**config.mk**
```make
export PLATFORM = sky130hd
export DESIGN_NAME = sdramByteSeq
export DESIGN_NICKNAME = d
export VERILOG_FILES = /design/src/rtl/sdramSeqPkg.sv /design/src/rtl/sdramSeqCtrl.sv /design/src/rtl/sdramSeqPath.sv /design/src/rtl/sdramByteSeq.sv
export SDC_FILE = /design/constraint.sdc
export NUM_CORES = 1
export LEC_CHECK = 0
export BUFFER_PORTS_ARGS = -buffer_cell sky130_fd_sc_hd__buf_2
export CORE_MARGIN = 2
export CORE_UTILIZATION = 50
export DETAILED_ROUTE_END_ITERATION = 8
export MAX_ROUTING_LAYER = met4
export PLACE_DENSITY = 0.84
export SYNTH_ARGS = -nofsm -noshare
export SYNTH_HDL_FRONTEND = slang
export SYNTH_HIERARCHICAL = 1
export SYNTH_SLANG_ARGS = --single-unit
```
**constraint.sdc**
```tcl
create_clock -name clk -period 2.7 [get_ports clk]
set_input_delay 0.27 -clock clk [delete_from_list [all_inputs] [get_ports clk]]
set_output_delay 0.27 -clock clk [all_outputs]
set_load 0.02 [all_outputs]
```
**src/rtl/sdramSeqPkg.sv**
```systemverilog
package sdramSeqPkg;

  typedef enum logic [2:0] {
    CMD_NOP, CMD_ACT, CMD_READ, CMD_WRITE, CMD_PRE, CMD_REF, CMD_MRS
  } cmdT;

  typedef enum logic [1:0] {
    ADR_ZERO, ADR_ROW, ADR_COL, ADR_MODE
  } adrSelT;

  typedef enum logic [1:0] {
    REQ_WRITE = 2'd0, REQ_OPEN = 2'd1, REQ_READ = 2'd2, REQ_CLOSE = 2'd3
  } reqKindT;

  typedef struct packed {
    logic   loadReq;
    cmdT    cmd;
    adrSelT adrSel;
    logic   setA10;
    logic   driveDq;
  } strobeT;

  // burst 111, sequential, CAS latency 2, single-location writes
  localparam logic [9:0] MODE_WORD = 10'b10_0010_0111;

endpackage

```
**src/rtl/sdramSeqCtrl.sv**
```systemverilog
module sdramSeqCtrl
  import sdramSeqPkg::*;
#(
  parameter int INIT_WAIT = 50000,
  parameter int REF_COUNT = 8
) (
  input  logic       clk,
  input  logic       rstN,
  input  logic       reqValid,
  input  logic [1:0] reqKind,
  output logic       reqReady,
  output strobeT     strobe
);

  localparam int WAIT_W = $clog2(INIT_WAIT + 1);
  localparam int REF_W  = $clog2(REF_COUNT + 1);

  typedef enum logic [4:0] {
    sWait, sRef, sRefNop, sPre, sPreNop, sMrs, sMrsNop,
    sIdle, sIdleNop,
    sAct, sActNop, sWr, sWrNop, sPc, sPcNop,
    sOpAct, sOpRd, sOpPre, sOpNop
  } stateT;

  stateT             state, stateNext;
  logic [WAIT_W-1:0] waitCnt;
  logic [REF_W-1:0]  refCnt;
  logic              rowOpen;
  logic              take;

  assign reqReady = (state == sIdleNop);
  assign take     = reqReady && reqValid;

  always_ff @(posedge clk or negedge rstN) begin
    if (!rstN) begin
      state   <= sWait;
      waitCnt <= '0;
      refCnt  <= '0;
      rowOpen <= 1'b0;
    end else begin
      state <= stateNext;
      if (state == sWait) waitCnt <= waitCnt + 1'b1;
      if (state == sRefNop) refCnt <= refCnt + 1'b1;
      if (take && reqKindT'(reqKind) == REQ_OPEN)  rowOpen <= 1'b1;
      if (take && reqKindT'(reqKind) == REQ_CLOSE) rowOpen <= 1'b0;
    end
  end

  always_comb begin
    stateNext = state;
    strobe    = '0;
    unique case (state)
      sWait: if (waitCnt == WAIT_W'(INIT_WAIT - 1)) stateNext = sRef;
      sRef: begin
        strobe.cmd = CMD_REF;
        stateNext  = sRefNop;
      end
      sRefNop: stateNext = (refCnt == REF_W'(REF_COUNT - 1)) ? sPre : sRef;
      sPre: begin
        strobe.cmd    = CMD_PRE;
        strobe.setA10 = 1'b1;
        stateNext     = sPreNop;
      end
      sPreNop: stateNext = sMrs;
      sMrs: begin
        strobe.cmd    = CMD_MRS;
        strobe.adrSel = ADR_MODE;
        stateNext     = sMrsNop;
      end
      sMrsNop: stateNext = sIdle;
      sIdle: begin
        strobe.cmd = rowOpen ? CMD_NOP : CMD_REF;
        stateNext  = sIdleNop;
      end
      sIdleNop: begin
        stateNext = sIdle;
        if (reqValid) begin
          strobe.loadReq = 1'b1;
          unique case (reqKindT'(reqKind))
            REQ_WRITE: stateNext = sAct;
            REQ_OPEN:  stateNext = sOpAct;
            REQ_READ:  stateNext = sOpRd;
            REQ_CLOSE: stateNext = sOpPre;
            default:   stateNext = sIdle;
          endcase
        end
      end
      sAct: begin
        strobe.cmd    = CMD_ACT;
        strobe.adrSel = ADR_ROW;
        stateNext     = sActNop;
      end
      sActNop: stateNext = sWr;
      sWr: begin
        strobe.cmd     = CMD_WRITE;
        strobe.adrSel  = ADR_COL;
        strobe.driveDq = 1'b1;
        stateNext      = sWrNop;
      end
      sWrNop: stateNext = sPc;
      sPc: begin
        strobe.cmd = CMD_PRE;
        stateNext  = sPcNop;
      end
      sPcNop: stateNext = sIdle;
      sOpAct: begin
        strobe.cmd    = CMD_ACT;
        strobe.adrSel = ADR_ROW;
        stateNext     = sOpNop;
      end
      sOpRd: begin
        strobe.cmd    = CMD_READ;
        strobe.adrSel = ADR_COL;
        stateNext     = sOpNop;
      end
      sOpPre: begin
        strobe.cmd = CMD_PRE;
        stateNext  = sOpNop;
      end
      sOpNop:  stateNext = sIdle;
      default: stateNext = sWait;
    endcase
  end

endmodule

```
**src/rtl/sdramSeqPath.sv**
```systemverilog
module sdramSeqPath
  import sdramSeqPkg::*;
#(
  parameter int ADDR_W = 12,
  parameter int ROW_W  = 9,
  parameter int COL_W  = 9,
  parameter int DATA_W = 8
) (
  input  logic              clk,
  input  logic              rstN,
  input  strobeT            strobe,
  input  logic [ROW_W-1:0]  reqRow,
  input  logic [COL_W-1:0]  reqCol,
  input  logic [DATA_W-1:0] reqData,
  output logic              sdCke,
  output logic              sdCsN,
  output logic              sdRasN,
  output logic              sdCasN,
  output logic              sdWeN,
  output logic              sdDqm,
  output logic [1:0]        sdBank,
  output logic [ADDR_W-1:0] sdAddr,
  output logic [DATA_W-1:0] sdDqOut,
  output logic              sdDqOe
);

  localparam int A10 = 10;

  logic [ROW_W-1:0]  rowQ;
  logic [COL_W-1:0]  colQ;
  logic [DATA_W-1:0] dataQ;
  logic [3:0]        pins;

  always_ff @(posedge clk or negedge rstN) begin
    if (!rstN) begin
      rowQ  <= '0;
      colQ  <= '0;
      dataQ <= '0;
    end else if (strobe.loadReq) begin
      rowQ  <= reqRow;
      colQ  <= reqCol;
      dataQ <= reqData;
    end
  end

  always_comb begin
    sdAddr = '0;
    unique case (strobe.adrSel)
      ADR_ROW:  sdAddr[ROW_W-1:0] = rowQ;
      ADR_COL:  sdAddr[COL_W-1:0] = colQ;
      ADR_MODE: sdAddr[9:0]       = MODE_WORD;
      default:  sdAddr            = '0;
    endcase
    if (strobe.setA10) sdAddr[A10] = 1'b1;
  end

  always_comb begin
    unique case (strobe.cmd)
      CMD_ACT:   pins = 4'b0011;
      CMD_READ:  pins = 4'b0101;
      CMD_WRITE: pins = 4'b0100;
      CMD_PRE:   pins = 4'b0010;
      CMD_REF:   pins = 4'b0001;
      CMD_MRS:   pins = 4'b0000;
      default:   pins = 4'b0111;
    endcase
  end

  assign {sdCsN, sdRasN, sdCasN, sdWeN} = pins;
  assign sdCke   = 1'b1;
  assign sdDqm   = ~rstN;
  assign sdBank  = 2'b00;
  assign sdDqOut = dataQ;
  assign sdDqOe  = strobe.driveDq;

endmodule

```
**src/rtl/sdramByteSeq.sv**
```systemverilog
module sdramByteSeq
  import sdramSeqPkg::*;
#(
  parameter int INIT_WAIT = 50000,
  parameter int REF_COUNT = 8,
  parameter int ADDR_W    = 12,
  parameter int ROW_W     = 9,
  parameter int COL_W     = 9,
  parameter int DATA_W    = 8
) (
  input  logic              clk,
  input  logic              rstN,
  input  logic              reqValid,
  input  logic [1:0]        reqKind,
  input  logic [ROW_W-1:0]  reqRow,
  input  logic [COL_W-1:0]  reqCol,
  input  logic [DATA_W-1:0] reqData,
  output logic              reqReady,
  output logic              sdCke,
  output logic              sdCsN,
  output logic              sdRasN,
  output logic              sdCasN,
  output logic              sdWeN,
  output logic              sdDqm,
  output logic [1:0]        sdBank,
  output logic [ADDR_W-1:0] sdAddr,
  output logic [DATA_W-1:0] sdDqOut,
  output logic              sdDqOe
);

  strobeT strobe;

  sdramSeqCtrl #(.INIT_WAIT(INIT_WAIT), .REF_COUNT(REF_COUNT)) u_ctrl (
    .clk(clk), .rstN(rstN), .reqValid(reqValid), .reqKind(reqKind),
    .reqReady(reqReady), .strobe(strobe)
  );

  sdramSeqPath #(.ADDR_W(ADDR_W), .ROW_W(ROW_W), .COL_W(COL_W), .DATA_W(DATA_W)) u_path (
    .clk(clk), .rstN(rstN), .strobe(strobe),
    .reqRow(reqRow), .reqCol(reqCol), .reqData(reqData),
    .sdCke(sdCke), .sdCsN(sdCsN), .sdRasN(sdRasN), .sdCasN(sdCasN), .sdWeN(sdWeN),
    .sdDqm(sdDqm), .sdBank(sdBank), .sdAddr(sdAddr),
    .sdDqOut(sdDqOut), .sdDqOe(sdDqOe)
  );

endmodule

```
==> results_dict.tcl, run 1 <==
set metrics [dict create \
    status "completed" \
    fin_crit_sh_pct 93.94 \
    cts.reportedPaths.clkPinSlew_ns 0.09 \
    p_leak_nw 1.559 \
    final_common_cell "buf_2" \
    drcViolationCount 0 \
    setup_viol 0 \
    port_buffers 55 \
    htree_num_levels 2 \
    maxSlewViolCount 0 \
    crit_arrival_ns 2.27 \
    fill_cells 456 \
    die_area_mm2 0.006207 \
    coreArea_mm2 0.005439 \
    drt_pass1_iterations 4 \
    wl_um 5805 \
    overflow 0 \
    async_flop_share_pct 100.0 \
    final_cell_count_no_fill 373 \
    worstHoldPathType "in2async" \
    worstMarginPinSlew_ns 0.6514 \
    critPathTopFamily "simple AND/OR/NAND/NOR gates" \
    path_max_fanout 12 \
    start_kind "flip-flop" \
    tns_ns 0 \
    dp_hpwl_um 4000 \
    path_buf_inv 2 \
    grt_pass1_wl_um 9466 \
    cts_tree "done" \
    root_buffer "clkbuf_8" \
    layout-drive-gt1-share_pct 36.54 \
    final_area_mm2 0.003226 \
    cpPeakStageDelay_ns 0.49 \
    max_slew_margin_pct 56.57 \
    ant_nets 0 \
    place_inst 362 \
    r2r-start "u_ctrl/state[4]" \
    fin_crit_ns 2.536 \
    synth_enable_flop_cells 0 \
    startpoint "u_ctrl/state[2]" \
    syn_area_mm2 0.002796 \
    final_nets 333 \
    syn_inst 248 \
    synth_warnings 6 \
    syn_area_per_cell_um2 11.28 \
    layout_common_cells "buf_2 (55), dfrtp_1 (50), mux2_4 (20)" \
    place.gp.congestion 0.8596 \
    antenna_found_initial 0 \
    power_density_mw_per_mm2 428.1 \
    hold_viol_final 0 \
    num_io_pins 61 \
    cts_max_path_buffers 2 \
    grt_max_degree 53 \
    grt_pass1_vias 2003 \
    synth_seq_cells 52 \
    synth.yosys.seq_area_share_pct 46.53 \
    rsz0062_at_grt "false" \
    whs_ns 0.1281 \
    crit_chain "or2_2 -> o32ai_2 -> buf_4 -> and2b_1 -> a22o_1 -> buf_2" \
    utilization_pct 59.31 \
    cts_num_sinks 52 \
    vias 2067 \
    numCtsBuffers 5 \
    critPathKind "reg2out" \
    die_w_um 78.79 \
    crit_required_ns 2.43 \
    skew_ns 0.007900 \
    synth_cell_types 49 \
    placed_cell_area_mm2 0.003072 \
    ys.flop_type "dfrtp_1" \
    cap_violations 0 \
    crit_path_top_delay_cell "dfrtp_2" \
    drt_iter0_markers 158 \
    num_rows 27 \
    wire_per_inst_um 15.56 \
    insertion_delay_ns 0.30 \
    num_antenna_cells 0 \
    max_freq_ghz 0.3943 \
    crit_path_end_kind "output pin" \
    grt_usage_pct 19.91 \
    hold_buffers 0 \
    irDropWorstVdd_mv 0.3840 \
    die_h_um 78.79 \
    start_util_pct 51.41 \
    post_drt_via_cell_ratio 5.542 \
    syn_to_final_growth_pct 15.35 \
]
layout make-up:
cell class	instances	area, um^2	area share [%]
Sequential cell	52	1304	40.42
Timing Repair Buffer	63	347.8	10.78
Clock buffer	6	82.58	2.560
Tap cell	72	90.09	2.793
Inverter	5	18.77	0.5818
Clock inverter	2	38.79	1.202
Multi-Input combinational cell	173	1344	41.66
cells by family after synthesis:
group | count (synthesis) | share of synthesized area (%)
DFF | 52 | 46.53
xor gates and xnor gates | 20 | 6.264
buffers and inverters | 26 | 6.085
AOI/OAI and AO/OA | 35 | 8.099
and+or+nand+nor | 81 | 17.14
muxes | 30 | 14.72
adders and majority gates | 2 | 0.8947
other | 2 | 0.2686
power breakdown:
group / switching (mW) / leakage [nW] / internal [mW]
Clock: 0.250 / 0.0614 / 0.303
Combinational: 0.0318 / 0.789 / 0.0180
Sequential: 0 / 0.708 / 0.778
what timing repair did:
action | in CTS | in global routing
setup endpoints to repair | 1 | 5
setup buffers | 0 | 3
pin swaps | 0 | 0
gates resized for setup | 1 | 2
per-layer routing:
| metal | wire (um) | global-route usage, % | up-vias |
|---|---|---|---|
| li1 | - | - | 969 |
| met1 | 2556 | 26.28 | 1037 |
| met2 | 2937 | 32.39 | 54 |
| met3 | 249 | 3.182 | 7 |
| met4 | 61 | 5.263 | 0 |
| met5 | 0 | - | - |
sequential cells by signal, summed over array words and instances, names as in the netlist:
| name | cells |
|---|---|
| u_ctrl/waitCnt | 16 |
| u_path/colQ | 9 |
| u_ctrl/state | 5 |
| u_path/rowQ | 9 |
| u_ctrl/refCnt | 4 |
| u_path/sdDqOut | 8 |
| u_ctrl/rowOpen | 1 |
synth_stat cells, types with 2 or more instances:
cell type   n  area (um^2)
nand4_1     6        37.54
nand3b_1    2        15.01
nor4b_1     2        17.52
and3_1      4        25.02
xor2_1      8        70.07
nor3_1      3        15.01
nor2_1     17        63.81
a31oi_1     2        12.51
a22o_1      5        43.79
conb_1      2        7.510
buf_2       2        10.01
ha_1        2        25.02
buf_4       8        60.06
mux2_2      9        101.4
nand2b_1    4        25.02
inv_1       5        18.77
xnor2_1    12        105.1
nor2b_1     3        18.77
nor4_1      4        25.02
dfrtp_1    52         1301
or2_2       2        12.51
o32ai_1     2        17.52
clkbuf_1    7        26.28
o21ai_0     7        35.03
buf_12      2        40.04
nand3_1     4        20.02
mux2_4     20        300.3
a21oi_1    12        60.06
nand4b_1    3        26.28
nand2_1    18        67.56
stage by stage:
step,power [mW],setup slack [ns]
2_1_floorplan,0.8090,0.2716
3_3_place_gp,0.8429,0.5045
3_5_place_dp,0.8442,0.3416
4_1_cts,1.399,0.07578
5_1_grt,1.440,0.03796
6_report,1.381,0.1637
path summary, 6_finish.rpt:
| check | end | slack [ns] | cells after the start |
|---|---|---|---|
| min in group clk | u_path/sdDqOut[0] | 0.20 | 2 |
| worst min-delay path | u_ctrl/rowOpen | 0.13 | 2 |
| max in group asynchronous | u_ctrl/state[2] | 2.10 | 2 |
| worst max-delay path | sdAddr[3] | 0.16 | 6 |
| worst max register to register | u_path/colQ[5] | 0.53 | 4 |
| worst min register to register | u_ctrl/refCnt[3] | 0.49 | 1 |
worst reg2reg max path, cell delays in order, from the launching register on:
cell and delay (ns):
dfrtp_1 0.59, nor4_1 0.54, and3_1 0.30, buf_12 0.24, mux2_2 0.38
(Power assumes the default switching activity.)
==> inputs of run 2 (changes only) <==
Settings changed: SYNTH_HIERARCHICAL 1 to unset.
==> results_dict.tcl, run 2 <==
set metrics [dict create \
    die_h_um 78.30 \
    grt_max_degree 53 \
    r2r_slack_ns 0.64 \
    crit_path_top_delay_cell "dfrtp_1" \
    port_buffers 55 \
    path_max_fanout 11 \
    max_freq_ghz 0.4017 \
    syn_area_mm2 0.002760 \
    crit_arrival_ns 2.22 \
    num_antenna_cells 0 \
    htree_num_levels 2 \
    start_kind "flip-flop" \
    tns_ns 0 \
    cts.reportedPaths.clkPinSlew_ns 0.10 \
    drt_iter0_markers 192 \
    timing.final.ws_setup_ns 0.2103 \
    synthTopCellsByCount "dfrtp_1 (52), mux2_4 (20), nand2_1 (15)" \
    post_drt_via_cell_ratio 5.488 \
    start_util_pct 51.06 \
    fin_crit_ns 2.490 \
    hold_buffers 0 \
    cap_violations 0 \
    skew_ns 0.005354 \
    vias 2014 \
    cts_num_sinks 52 \
    status "completed" \
    synth_warnings 0 \
    rsz0062_at_grt "false" \
    regMostFlops "u_ctrl.waitCnt" \
    place.gp.congestion 0.8709 \
    irDropWorstVdd_mv 0.2005 \
    ant_nets 0 \
    ys.flop_type "dfrtp_1" \
    path_buf_inv 1 \
    place_worst_setup_slack_ns 0.4768 \
    root_buffer "clkbuf_8" \
    grt_pass1_wl_um 9197 \
    worstMarginPinSlew_ns 0.6397 \
    yosysTopAreaCellShare_pct 47.14 \
    async_flop_share_pct 100.0 \
    critPathTopFamily "simple AND/OR/NAND/NOR gates" \
    crit_path_end_kind "output pin" \
    antenna_found_initial 0 \
    fill_cells 448 \
    cts_max_path_buffers 2 \
    cts_tree "done" \
    dp_hpwl_um 4097 \
    crit_required_ns 2.43 \
    final_common_cell "buf_2" \
    syn_to_final_growth_pct 14.14 \
    utilization_pct 58.29 \
    critPathKind "reg2out" \
    grt_pass1_vias 1944 \
    final_nets 327 \
    layout-drive-gt1-share_pct 35.59 \
    hold_viol_final 0 \
    drcViolationCount 0 \
    setup_viol 0 \
    synth_enable_flop_cells 0 \
    power_density_mw_per_mm2 410.3 \
    layout_common_cells "buf_2 (55), dfrtp_1 (50), mux2_4 (20)" \
    insertion_delay_ns 0.31 \
    coreArea_mm2 0.005405 \
    synth_most_common_cell "dfrtp_1" \
    num_rows 27 \
    overflow 0 \
    syn_area_per_cell_um2 11.41 \
    synth_cell_types 54 \
    drt_pass1_iterations 5 \
    max_slew_margin_pct 57.35 \
    p_leak_nw 1.620 \
    synth.yosys.seq_area_share_pct 47.14 \
    fin_crit_sh_pct 92.21 \
    worstHoldPathType "in2async" \
    wl_um 5657 \
    synth_area_leaders "dfrtp_1 (47%), mux2_4 (11%), xnor2_1 (4.1%), mux2_2 (2.9%), o21ai_0 (2.4%)" \
    syn_inst 242 \
    largestRegisters "u_ctrl.waitCnt x16, u_path.colQ x9, u_path.rowQ x9" \
    grt_usage_pct 19.93 \
    maxSlewViolCount 0 \
    yosysTopAreaCell "dfrtp_1" \
    num_io_pins 61 \
    die_w_um 78.30 \
    largest_register_ff_count 16 \
    numCtsBuffers 5 \
    die_area_mm2 0.006131 \
    synth_seq_cells 52 \
    wire_per_inst_um 15.41 \
    cpPeakStageDelay_ns 0.55 \
    crit_chain "or3b_1 -> a211oi_1 -> or2_1 -> a32o_1 -> buf_2" \
]
[run 2: cell count changes after synthesis, moves of 3 or more]
cell / change
a21oi_1: -10
nand2_1: -3
clkbuf_1: -4
a22o_1: -5
o21ai_0: +6
xor2_1: -3
nor2_1: -5
a32o_1: +5
nand4b_1: -3
nor4_1: -4
nand3_1: +6
[run 2: metal layers]
layer / vias to the layer above / GRT usage (%) / wire [um]
li1: 960 / - / -
met1: 979 / 25.23 / 2485
met2: 67 / 32.16 / 2761
met3: 8 / 4.828 / 324
met4: 0 / 5.789 / 86
met5: - / - / 0
[run 2: power by group]
part | switching [mW] | internal [mW] | leakage (nW)
Combinational | 0.0322 | 0.0188 | 0.863
Clock | 0.274 | 0.189 | 0.0487
Sequential | 0 | 0.778 | 0.708
Total | 0.306 | 0.986 | 1.62
[run 2: cell type report]
| cell class | instances | area (um^2) | share of cell area, % |
|---|---|---|---|
| clock buffer | 5 | 68.82 | 2.184 |
| multi-input combinational | 169 | 1334 | 42.34 |
| clock inverter | 3 | 26.28 | 0.8340 |
| inverter | 8 | 30.03 | 0.9531 |
| sequential | 52 | 1304 | 41.38 |
| timing repair buffer | 58 | 297.8 | 9.452 |
| tap | 72 | 90.09 | 2.859 |
[run 2: cell families (layout without fill, tap and decap cells)]
kind of cell | count (synthesis) | count (layout) | share of synthesized area (%)
simple gates | 79 | 79 | 17.50
flops | 52 | 52 | 47.14
compound gates | 36 | 36 | 9.067
mux | 29 | 29 | 14.46
buf+inv | 24 | 74 | 4.941
xor+xnor | 18 | 18 | 5.712
fa+ha+maj | 2 | 2 | 0.9065
other cells | 2 | 5 | 0.2721
[run 2: repair_timing]
| item | CTS | global route |
|---|---|---|
| setup buffers | 0 | 0 |
| setup endpoints to repair | 0 | 5 |
| gates resized for setup | 0 | 2 |
[run 2: worst paths after layout]
| path | start | depth (start not counted) | endpoint |
|---|---|---|---|
| max in group asynchronous | rstN | 2 | u_path.rowQ[0] |
| hold reg to reg | u_ctrl.refCnt[3] | 1 | u_ctrl.refCnt[3] |
| min in group clk | reqKind[1] | 2 | u_ctrl.rowOpen |
| hold / removal | rstN | 2 | u_ctrl.refCnt[2] |
| setup / recovery | u_ctrl.state[4] | 5 | sdAddr[7] |
| setup reg to reg | u_ctrl.state[4] | 5 | u_ctrl.waitCnt[15] |
[run 2: metrics by stage]
stage / total power [mW] / instance area [um^2] / cells / hold slack (ns)
global route: 1.342 / 3151 / 367 / 0.1709
CTS: 1.304 / 3148 / 367 / 0.1352
global placement: 0.8440 / 3053 / 359 / 0.4573
finish: 1.293 / 3151 / 367 / 0.09277
detailed placement: 0.8455 / 3053 / 359 / 0.4588
floorplan: 0.8101 / 2771 / 245 / -0.02559
==> inputs of run 3 (changes only) <==
Settings changed: CORE_UTILIZATION 50 to 49, PLACE_DENSITY 0.84 to 0.86.
Clock period 2.7 ns to 2.05 ns, I/O delays scaled along.
==> results_dict.tcl, run 3 (synthesis results as in run 2) <==
set metrics [dict create \
    status "finished, violations left" \
    violations "setup timing" \
    cap_violations 0 \
    timing.rr.end "u_path.sdDqOut[7]" \
    num_io_pins 61 \
    clockPowerShare_pct 34.5 \
    wl_um 6144 \
    hold_viol_final 0 \
    insertion_delay_ns 0.30 \
    final_common_cell "dfrtp_1" \
    rr_worst_depth 6 \
    numCtsBuffers 5 \
    place_worst_setup_slack_ns 0.08719 \
    grt_pass1_vias 2028 \
    cts_max_path_buffers 2 \
    crit_arrival_ns 1.89 \
    num_antenna_cells 0 \
    antenna_found_initial 0 \
    layout-drive-gt1-share_pct 43.59 \
    p_leak_nw 1.747 \
    wire_per_inst_um 16.00 \
    post_drt_via_cell_ratio 5.677 \
    dp_hpwl_um 4057 \
    p_total_mw 1.671 \
    num_rows 27 \
    root_buffer "clkbuf_8" \
    grt_max_degree 53 \
    coreArea_mm2 0.005473 \
    critPathKind "reg2out" \
    maxSlewViolCount 0 \
    cts_tree "done" \
    irDropWorstVdd_mv 0.2467 \
    die_area_mm2 0.006250 \
    p_seq_share_pct 61.3 \
    drcViolationCount 0 \
    timing.final.ws_setup_ns -0.04796 \
    p_switching_uw 382.1 \
    hold_buffers 0 \
    regMostFlops "u_ctrl.waitCnt" \
    crit_required_ns 1.85 \
    grt_usage_pct 19.76 \
    start_kind "flip-flop" \
    final_nets 344 \
    cp-endpoint "sdAddr[3]" \
    die_w_um 79.06 \
    place.gp.congestion 0.8329 \
    fin_crit_sh_pct 102.3 \
    largestRegisters "u_ctrl.waitCnt x16, u_path.colQ x9, u_path.rowQ x9" \
    p_int_mw 1.288 \
    overflow 0 \
    vias 2180 \
    layout_common_cells "dfrtp_1 (48), buf_2 (45), mux2_4 (20), buf_4 (20), nand2_1 (14)" \
    drt_pass1_iterations 4 \
    rsz0062_at_grt "true" \
    final_area_mm2 0.003432 \
    startpoint "u_ctrl.state[2]" \
    largest_register_ff_count 16 \
    fill_cells 413 \
    crit_path_end_kind "output pin" \
    worstMarginPinSlew_ns 0.6312 \
    max_slew_margin_pct 57.92 \
    drt_iter0_markers 194 \
    start_util_pct 50.43 \
    cts.reportedPaths.clkPinSlew_ns 0.09 \
    r2r-start "u_ctrl.state[1]" \
    whs_ns 0.02767 \
    swShare_pct 22.87 \
    grt_pass1_wl_um 9563 \
    fin_crit_ns 2.098 \
    setup_viol 7 \
    pwr-share-comb_pct 4.1 \
    r2r_slack_ns 0.03 \
    placed_cell_area_mm2 0.003131 \
    ant_nets 0 \
    worstHoldPathType "in2async" \
    power_density_mw_per_mm2 486.8 \
    die_h_um 79.06 \
    max_freq_ghz 0.4767 \
    skew_ns 0.006460 \
    port_buffers 55 \
    cts_num_sinks 52 \
    syn_to_final_growth_pct 24.34 \
    htree_num_levels 2 \
    path_max_fanout 7 \
]
run 3: worst min-delay path by stage:
stage	from	to	slack [ns]	depth (start not counted)
after global placement	rstN	u_path.sdDqOut[5]	0.38	2
after CTS	rstN	u_ctrl.waitCnt[11]	0.05	2
after global routing	rstN	u_path.sdDqOut[4]	0.08	2
after floorplan	rstN	u_ctrl.refCnt[0]	-0.09	0
final	rstN	u_ctrl.waitCnt[11]	0.03	2
after detailed placement	rstN	u_ctrl.waitCnt[14]	0.38	2
run 3: critical path: stages (launching register included):
cell	delay, ns
dfrtp_2	0.45
or3b_1	0.39
a211oi_2	0.22
or2_4	0.21
a32o_2	0.20
buf_6	0.12
run 3: power by group through the flow:
stage	clock (mW)	combinational (mW)	sequential [mW]
3_3_place_gp	0	0.0671	1.05
2_1_floorplan	0	0.0215	1.05
6_report	0.577	0.0691	1.02
5_1_grt	0.630	0.0781	1.02
3_5_place_dp	0	0.0687	1.05
4_1_cts	0.581	0.0692	1.02
run 3: final cells by class:
type / instances / area, um^2 / area share (%)
clock buffer: 5 / 68.82 / 2.005
tap: 72 / 90.09 / 2.625
clock inverter: 3 / 18.77 / 0.5468
sequential: 52 / 1306 / 38.06
timing repair buffer: 75 / 514.2 / 14.98
inverter: 8 / 30.03 / 0.8750
multi-input combinational: 169 / 1404 / 40.90
run 3: through the flow:
stage	TNS (ns)	utilization [%]	instances
after CTS	-0.7960	60.13	376
after global placement	0	57.20	367
final	-0.2175	62.71	384
after floorplan	0	-	245
after global routing	-1.128	62.71	384
after detailed placement	0	57.20	367
run 3: metal layers:
layer	vias up	GRT usage (%)	routed length, um
met2	112	31.95	3003
met1	1061	25.86	2617
met5	-	-	0
li1	992	-	-
met4	0	5.517	128
met3	15	3.523	394
run 3: repair_timing:
action,4_1_cts,5_1_grt
gates cloned,0,1
resized for setup,26,18
setup buffers,1,7
pin swaps,10,9
setup endpoints to repair,11,11
